<file path="src/rtl/coal_pkg.sv">
// Shared definitions for the warp coalescer.
// Assumes: chunk sizes are powers of two, line size >= segment size.
package coal_pkg;
    typedef enum logic {
        GRAN_LINE    = 1'b0,
        GRAN_SEGMENT = 1'b1
    } gran_mode_e;

    localparam int LINE_BYTES = 128;
    localparam int SEG_BYTES  = 32;
    localparam int LINE_SH    = $clog2(LINE_BYTES);
    localparam int SEG_SH     = $clog2(SEG_BYTES);
endpackage

</file>
<file path="src/rtl/coal_chunk_map.sv">
// Maps every lane byte address to its aligned chunk address.
// Assumes: mode is stable while the mapped addresses are used.
module coal_chunk_map
    import coal_pkg::*;
#(
    parameter int LANES = 32,
    parameter int AW    = 32
) (
    input  logic [LANES*AW-1:0] lane_addr,
    input  gran_mode_e          mode,
    output logic [LANES*AW-1:0] chunk_addr
);
    localparam logic [AW-1:0] LINE_MASK = ~((AW'(1) << LINE_SH) - AW'(1));
    localparam logic [AW-1:0] SEG_MASK  = ~((AW'(1) << SEG_SH) - AW'(1));

    logic [AW-1:0] sel_mask;

    // Pick the alignment mask for the current granularity.
    always_comb begin
        sel_mask = (mode == GRAN_LINE) ? LINE_MASK : SEG_MASK;
    end

    for (genvar i = 0; i < LANES; i++) begin : g_lane
        // Clear the offset bits of one lane.
        assign chunk_addr[i*AW +: AW] = lane_addr[i*AW +: AW] & sel_mask;
    end
endmodule

</file>
<file path="src/rtl/coal_min_pick.sv">
// Balanced tree that finds the smallest chunk address among pending lanes.
// Assumes: LANES is a power of two.
module coal_min_pick #(
    parameter int LANES = 32,
    parameter int AW    = 32
) (
    input  logic [LANES*AW-1:0] chunk_addr,
    input  logic [LANES-1:0]    pend,
    output logic                any_pend,
    output logic [AW-1:0]       min_addr
);
    localparam int NODES = 2 * LANES;

    logic [AW-1:0] node_val [1:NODES-1];
    logic          node_ok  [1:NODES-1];

    for (genvar i = 0; i < LANES; i++) begin : g_leaf
        // Leaf carries one lane and whether it is still pending.
        assign node_val[LANES+i] = chunk_addr[i*AW +: AW];
        assign node_ok[LANES+i]  = pend[i];
    end

    for (genvar k = 1; k < LANES; k++) begin : g_node
        logic take_left;
        // Keep the smaller of two valid children.
        assign take_left   = node_ok[2*k] &&
                             (!node_ok[2*k+1] || node_val[2*k] <= node_val[2*k+1]);
        assign node_val[k] = take_left ? node_val[2*k] : node_val[2*k+1];
        assign node_ok[k]  = node_ok[2*k] | node_ok[2*k+1];
    end

    assign any_pend = node_ok[1];
    assign min_addr = node_val[1];
endmodule

</file>
<file path="src/rtl/coal_warp_coalescer.sv">
// Warp load coalescer: captures one warp, issues each distinct aligned chunk
// once in ascending order, then pulses done with count and bytes.
// Assumes: req_ready may stall arbitrarily; a warp is never dropped.
module coal_warp_coalescer
    import coal_pkg::*;
#(
    parameter int LANES = 32,
    parameter int AW    = 32,
    parameter int CNT_W = $clog2(LANES + 1)
) (
    input  logic                  clk,
    input  logic                  rst_n,
    input  logic                  warp_valid,
    output logic                  warp_ready,
    input  logic                  warp_mode,
    input  logic [LANES-1:0]      warp_active,
    input  logic [LANES*AW-1:0]   warp_addr,
    output logic                  req_valid,
    input  logic                  req_ready,
    output logic [AW-1:0]         req_addr,
    output logic [7:0]            req_bytes,
    output logic [CNT_W-1:0]      req_seq,
    output logic                  done,
    output logic [CNT_W-1:0]      done_count,
    output logic [CNT_W+6:0]      done_bytes
);
    localparam int BYTES_W = CNT_W + LINE_SH;

    logic                busy_q;
    gran_mode_e          mode_q;
    logic [LANES*AW-1:0] addr_q;
    logic [LANES-1:0]    pend_q;
    logic [CNT_W-1:0]    cnt_q;
    logic [LANES*AW-1:0] chunk;
    logic                any_pend;
    logic [AW-1:0]       min_addr;
    logic [LANES-1:0]    hit;
    logic                warp_hs;
    logic                req_hs;

    coal_chunk_map #(.LANES(LANES), .AW(AW)) u_map (
        .lane_addr (addr_q),
        .mode      (mode_q),
        .chunk_addr(chunk)
    );

    coal_min_pick #(.LANES(LANES), .AW(AW)) u_pick (
        .chunk_addr(chunk),
        .pend      (pend_q),
        .any_pend  (any_pend),
        .min_addr  (min_addr)
    );

    for (genvar i = 0; i < LANES; i++) begin : g_hit
        // Lane is covered by the chunk now on the bus.
        assign hit[i] = pend_q[i] && (chunk[i*AW +: AW] == min_addr);
    end

    assign warp_ready = !busy_q;
    assign warp_hs    = warp_valid && warp_ready;
    assign req_valid  = busy_q && any_pend;
    assign req_hs     = req_valid && req_ready;
    assign req_addr   = min_addr;
    assign req_bytes  = (mode_q == GRAN_LINE) ? 8'(LINE_BYTES) : 8'(SEG_BYTES);
    assign req_seq    = cnt_q;
    assign done       = busy_q && !any_pend;
    assign done_count = cnt_q;

    // Scale the request count by the chunk size.
    always_comb begin
        if (mode_q == GRAN_LINE) begin
            done_bytes = BYTES_W'(cnt_q) << LINE_SH;
        end else begin
            done_bytes = BYTES_W'(cnt_q) << SEG_SH;
        end
    end

    // Warp capture, per-chunk retirement and completion.
    always_ff @(posedge clk) begin
        if (!rst_n) begin
            busy_q <= 1'b0;
            mode_q <= GRAN_LINE;
            addr_q <= '0;
            pend_q <= '0;
            cnt_q  <= '0;
        end else if (warp_hs) begin
            busy_q <= 1'b1;
            mode_q <= gran_mode_e'(warp_mode);
            addr_q <= warp_addr;
            pend_q <= warp_active;
            cnt_q  <= '0;
        end else if (req_hs) begin
            pend_q <= pend_q & ~hit;
            cnt_q  <= cnt_q + CNT_W'(1);
        end else if (done) begin
            busy_q <= 1'b0;
        end
    end
endmodule

</file>
<file path="config.mk">
export PLATFORM = sky130hd
export DESIGN_NAME = coal_warp_coalescer
export DESIGN_NICKNAME = d
export VERILOG_FILES = /design/src/rtl/coal_pkg.sv /design/src/rtl/coal_chunk_map.sv /design/src/rtl/coal_min_pick.sv /design/src/rtl/coal_warp_coalescer.sv
export SDC_FILE = /design/constraint.sdc
export NUM_CORES = 2
export LEC_CHECK = 0
export ABC_CLOCK_PERIOD_IN_PS = 43400
export BUFFER_PORTS_ARGS = -buffer_cell sky130_fd_sc_hd__buf_2
export CAP_MARGIN = 20
export CORE_ASPECT_RATIO = 0.7
export CORE_MARGIN = 5
export CORE_UTILIZATION = 35
export DETAILED_ROUTE_END_ITERATION = 12
export PLACE_DENSITY = 0.57
export SYNTH_ARGS = -nofsm -noshare
export SYNTH_HDL_FRONTEND = slang
export SYNTH_SLANG_ARGS = --single-unit
export TNS_END_PERCENT = 5
</file>
<file path="constraint.sdc">
create_clock -name clk -period 43.4 [get_ports clk]
set_input_delay 2.17 -clock clk [delete_from_list [all_inputs] [get_ports clk]]
set_output_delay 2.17 -clock clk [all_outputs]
set_load 0.03 [all_outputs]
</file>
# [After elaboration in Yosys (flattened, before gate mapping)]
# Cells that the tools add are included.
[op_classes] order_cmp=31 reduce_logical=135 n_addsub=1 n_bitwise=66 muxes=39 eq_ne=33
[op_table] op="AND 32 bit" n=33
[op_table] op="2-to-1 mux 32 bit" n=33
[op_table] op="equality test 32 bit" n=32
[op_table] op="less-or-equal comparator 32 bit" n=31
[op_table] op="logical AND 1 bit" n=67
[op_table] op="zero test 1 bit" n=33
[op_table] op="inverter 32 bit" n=1
[op_table] op="logical OR 1 bit" n=31
[op_table] op="bitwise OR 1 bit" n=31
[op_table] op="2-to-1 mux 13 bit" n=1
[op_table] op="2-to-1 mux 8 bit" n=1
[op_table] op="2-to-1 mux 7 bit" n=1
[op_table] op="adder 6 x 1 -> 6 bit (second input constant)" n=1
[op_table] op="nonzero test 2 bit" n=2
[op_table] op="2-to-1 mux 1 bit" n=3
[op_table] op="!= test 2 bit (second input constant)" n=1
[op_table] op="AND reduction 2 bit" n=1
[op_table] op="OR reduction 2 bit" n=1
[op_table] op="inverter 1 bit" n=1
[word_totals] out_inout_bits=68 regBits=1064 wordCells=310

# [Logic depth before layout (Yosys ltp)]
[depth] word_depth=28 mapped_depth=67 ltp_nobuf=54

# [Modules after synthesis]
# A second synthesis with hierarchy kept.
[unflattened] hier_cells=13469 hier_area_um2=102818.6
[modules_own_cells] module="coal_warp_coalescer" area_each_um2=51290.4 seq_area_each_um2=21300.4 cells_each=6122 instances=1
[modules_own_cells] module="coal_min_pick" area_each_um2=43807.0 seq_area_each_um2=0.0 cells_each=6316 instances=1
[modules_own_cells] module="coal_chunk_map" area_each_um2=7721.2 seq_area_each_um2=0.0 cells_each=1031 instances=1

# [Worst setup path before layout]
# OpenSTA, ideal clock, no wires.
[synth_path] kind="register to output" from="register mode_q" to="output port req_addr[15]" stages_incl_launch_ff=58 slack_ps=27718 n_path_buf=14 arrival_time_ps=13512 path_cell_list="dfxtp_1 > clkbuf_1 > clkbuf_1 > buf_1 > nand2_1 > ha_1 > nand3b_1 > a211oi_1 > a2111o_1 > a211oi_1 > o21ai_0 > buf_1 > buf_1 > mux2_2 > inv_1 > ha_1 > a21oi_1 > a21oi_1 > (+22 left out) > o21a_1 > clkbuf_1 > clkbuf_1 > clkbuf_1 > nand2_1 > o21ai_0 > ha_1 > nand4_1 > nor3_1 > and3_1 > and3_1 > a221oi_1 > o32ai_2 > clkbuf_1 > a211oi_1 > nor4_4 > clkbuf_1 > inv_1"
[synth_between] elab_chain_len=22 elab_cells_between_ends=157 classes_between="order compare (31); mux (32); bitwise (32); reduce/logical (62)"
[synth_rtl] item="start: declaration" line_no="coal_warp_coalescer.sv:30" rtl="gran_mode_e mode_q;"
[synth_rtl] item="start signal: assignment" line_no="coal_warp_coalescer.sv:88" rtl="mode_q <= gran_mode_e'(warp_mode);"
[synth_rtl] item="2-to-1 mux 7 bit (*)" line_no="coal_chunk_map.sv:20" rtl="sel_mask = (mode == GRAN_LINE) ? LINE_MASK : SEG_MASK;"
[synth_rtl] item="AND 32 bit" line_no="coal_chunk_map.sv:25" rtl="assign chunk_addr[i*AW +: AW] = lane_addr[i*AW +: AW] & sel_mask;"
[synth_rtl] item="less-or-equal comparator 32 bit" line_no="coal_min_pick.sv:27" rtl="(!node_ok[2*k+1] || node_val[2*k] <= node_val[2*k+1]);"
[synth_rtl] item="logical OR 1 bit" line_no="coal_min_pick.sv:27"
[synth_rtl] item="logical AND 1 bit" line_no="coal_min_pick.sv:26" rtl="assign take_left = node_ok[2*k] &&"
[synth_rtl] item="2-to-1 mux 32 bit" line_no="coal_min_pick.sv:28" rtl="assign node_val[k] = take_left ? node_val[2*k] : node_val[2*k+1];"
[synth_rtl] item="less-or-equal comparator 32 bit" line_no="coal_min_pick.sv:27"
[synth_rtl] item="logical OR 1 bit" line_no="coal_min_pick.sv:27"
[synth_rtl] item="(+6 left out)"
[synth_rtl] item="less-or-equal comparator 32 bit" line_no="coal_min_pick.sv:27"
[synth_rtl] item="logical OR 1 bit" line_no="coal_min_pick.sv:27"
[synth_rtl] item="logical AND 1 bit" line_no="coal_min_pick.sv:26"
[synth_rtl] item="2-to-1 mux 32 bit" line_no="coal_min_pick.sv:28"
[synth_rtl] item="less-or-equal comparator 32 bit" line_no="coal_min_pick.sv:27"
[synth_rtl] item="logical OR 1 bit" line_no="coal_min_pick.sv:27"
[synth_rtl] item="logical AND 1 bit" line_no="coal_min_pick.sv:26"
[synth_rtl] item="2-to-1 mux 32 bit (*)" line_no="coal_min_pick.sv:28"
[synth_rtl] item="end: declaration" line_no="coal_warp_coalescer.sv:20" rtl="output logic [AW-1:0] req_addr,"
# Every way passes the cells marked *; elsewhere a longest branch is shown, timed or not.

# [Worst setup path after layout]
[layout_path] from="register mode_q" to="output port req_addr[24]"
# The elaborated chain is that of the path after synthesis.

==> run_results.csv <==
group,metric,value,unit
clock_network,cts_root_buffer,"clkbuf_16",
detailed_routing,highest_layer,"met5",
grt,overflow,0,
clock_network,clk_pin_slew,60,ps
timing,fin_crit_sh,48.8,%
critical_path,critPathKind,"reg -> out",
synth,synth_area,76600,µm²
clock_network,cts_resized,0,
synth,synthTopCellsByArea,"dfxtp_1, ha_1, nand2_1",
critical_path,end_kind,"output port",
final_layout,area_growth,14.2,%
detailed_routing,viasPerCell,5.78,
run_status,status,"finished, final reports clean",
placement,dp_hpwl,324000,µm
detailed_routing,vias,78500,
timing,setup_violations,0,
grt,track_usage,33.6,%
pwr,pwr_density_cell,55.3,nW/µm²
critical_path,crit_family,"compound AO/OA/AOI/OAI gates",
timing,timing.setup.tns,0,ps
floorplan,die_area,228000,µm²
timing,rsz0062_at_grt,"false",
timing,worst_pin_slew,1350,ps
floorplan,start_util,35.2,%
timing,hold_viol,0,
clock_network,htreeDepth,3,
synth,synthFlopType,"dfxtp_1",
timing,finalCriticalPeriod,21200,ps
clock_network,clock_latency,740,ps
timing,final_max_slew_viol_count,0,
critical_path,slowest_stage,"o21ai_0",
placement,finalWeightedCongestion,1.03,
synth,ys_ff_latch,904,
detailed_routing,wl_met2,164000,µm
clock_network,cts_buffer_depth,3,
synth,yosys_warnings,0,
final_layout,nNetsFinal,12500,
critical_path,reg2reg_slack,22780,ps
critical_path,worstPathArrival,19030,ps
detailed_routing,drcViolationCount,0,
floorplan,design.core.area,217000,µm²
synth,yosys.area.top_type,"dfxtp_1",
synth,synth.distinct_cells,86,
clock_network,cts_inserted_buffers,100,
clock_network,cts_tree,"yes",
detailed_routing,routed_wl,404000,µm
floorplan,die_x,569,µm
synth,synth_most_common_cell,"nand2_1",
synth,synth_area_per_cell,7.70,µm²
timing,fmax,47.2,MHz
floorplan,io_pins,1129,
grt,grt_pass1_wl,557000,µm
run,maxCapViolations,0,
detailed_routing,wl_met1,187000,µm
synth,synth_enable_flop_cells,0,
detailed_routing,route.met3.wl,37400,µm
clock_network,clock_sinks,904,
final_layout,drive_gt1_share,14.7,%
placement,io_buffer_count,952,
critical_path,slowest_delay,1010,ps
detailed_routing,ant_nets,0,
timing,max_slew_margin,9.85,%
clock_network,hold_buffers,0,
clock_network,cts_setup_buffers,0,
synth,ys_top_cells_by_count,"nand2_1, dfxtp_1, a21boi_0",
critical_path,path_buf_inv,8,
grt,antenna_found_initial,19,
detailed_routing,drtPass1Iterations,9,
grt,grt_pass1_vias,73700,
synth,synth-seq-area-share,23.6,%
floorplan,row_count,143,
timing,fin_worst_skew,38.4,ps
synth,postSynthCellCount,9950,
pwr,p_leak,37.1,nW
floorplan,die_height,401,µm
critical_path,worstPathMaxFanout,37,
final_layout,finalInstanceArea,87500,µm²
grt,grt_max_degree,184,
pwr,ir_drop,0.0659,mV
detailed_routing,drt_iter0_markers,9500,
synth,async_flop_share,0,%
critical_path,required,41230,ps
hold_path,hp-class,"reg -> reg",
placement,dpl_cell_area,84100,µm²
detailed_routing,wl_per_cell,29.7,µm
critical_path,start_kind,"flop",
synth,yosysTopAreaCellShare,23.6,%
logic make-up after synthesis:
family                     count (synthesis)  synth area share [%]
buffers and inverters                   1265                  6.61
adders and majority gates                838                  13.7
xor gates and xnor gates                 869                  9.94
other                                      1               0.00490
and+or+nand+nor                         3412                  20.2
muxes                                    427                  5.89
AOI/OAI and AO/OA                       2234                  20.0
DFF                                      904                  23.6
registers in the layout, indices dropped and copies added, names as in the netlist:
register / count
pend_q: 32
busy_q: 1
mode_q: 1
addr_q: 864
done_count: 6
through the flow:
step	instances	utilization, %	setup WS, ps	hold slack [ps]	power (mW)
floorplan	9965	-	27720	439	2.74
global placement	13400	38.7	23770	456	3.85
detailed placement	13400	38.7	23820	458	3.86
CTS	13600	40.2	22980	466	4.76
global route	13600	40.2	21870	492	5.00
finish	13600	40.2	22200	463	4.84
routing by layer:
layer / vias up / GRT usage (%)
met2: 3916 / 48.8
met1: 38200 / 49.5
li1: 35800 / -
met5: - / 0
met4: 4 / 10.8
met3: 574 / 6.21
final timing paths:
check         startpoint      endpoint  cells after the start
min          addr_q[317]   addr_q[317]                      2
min reg2reg  addr_q[317]   addr_q[317]                      2
max reg2reg       mode_q    pend_q[10]                     56
max               mode_q  req_addr[24]                     50
worst reg2reg max path: cells and delay by family, from the launching register on:
kind,cells,cell delay (ps)
xor+xnor,1,190
buf+inv,8,3410
compound gates,23,8170
fa+ha+maj,5,1400
flops,1,560
simple gates,19,6760
report_power, final:
group | internal (mW) | total, mW | leakage, nW | switching [mW]
Clock | 0.488 | 0.883 | 1.59 | 0.396
Combinational | 0.979 | 2.98 | 28.1 | 2.00
Sequential | 0.882 | 0.974 | 7.43 | 0.0917
cell type report:
type	instances	area, µm²
Antenna cell	13	32.5
Clock buffer	129	2750
Clock inverter	47	529
Fill cell	22500	130000
Inverter	673	2530
Multi-Input combinational cell	7796	53700
Sequential cell	904	18100
Tap cell	2900	3630
Timing Repair Buffer	1124	6150
cells in the final DEF, fill, tap and decap left out, types with 277 or more instances in the layout:
cell type  count
nand2_1     2220
buf_2        952
dfxtp_1      903
a21boi_0     874
ha_1         838
xnor2_1      729
inv_1        672
a21oi_1      449
nand4_1      285
o21ai_0      277
(Power assumes the default switching activity.)
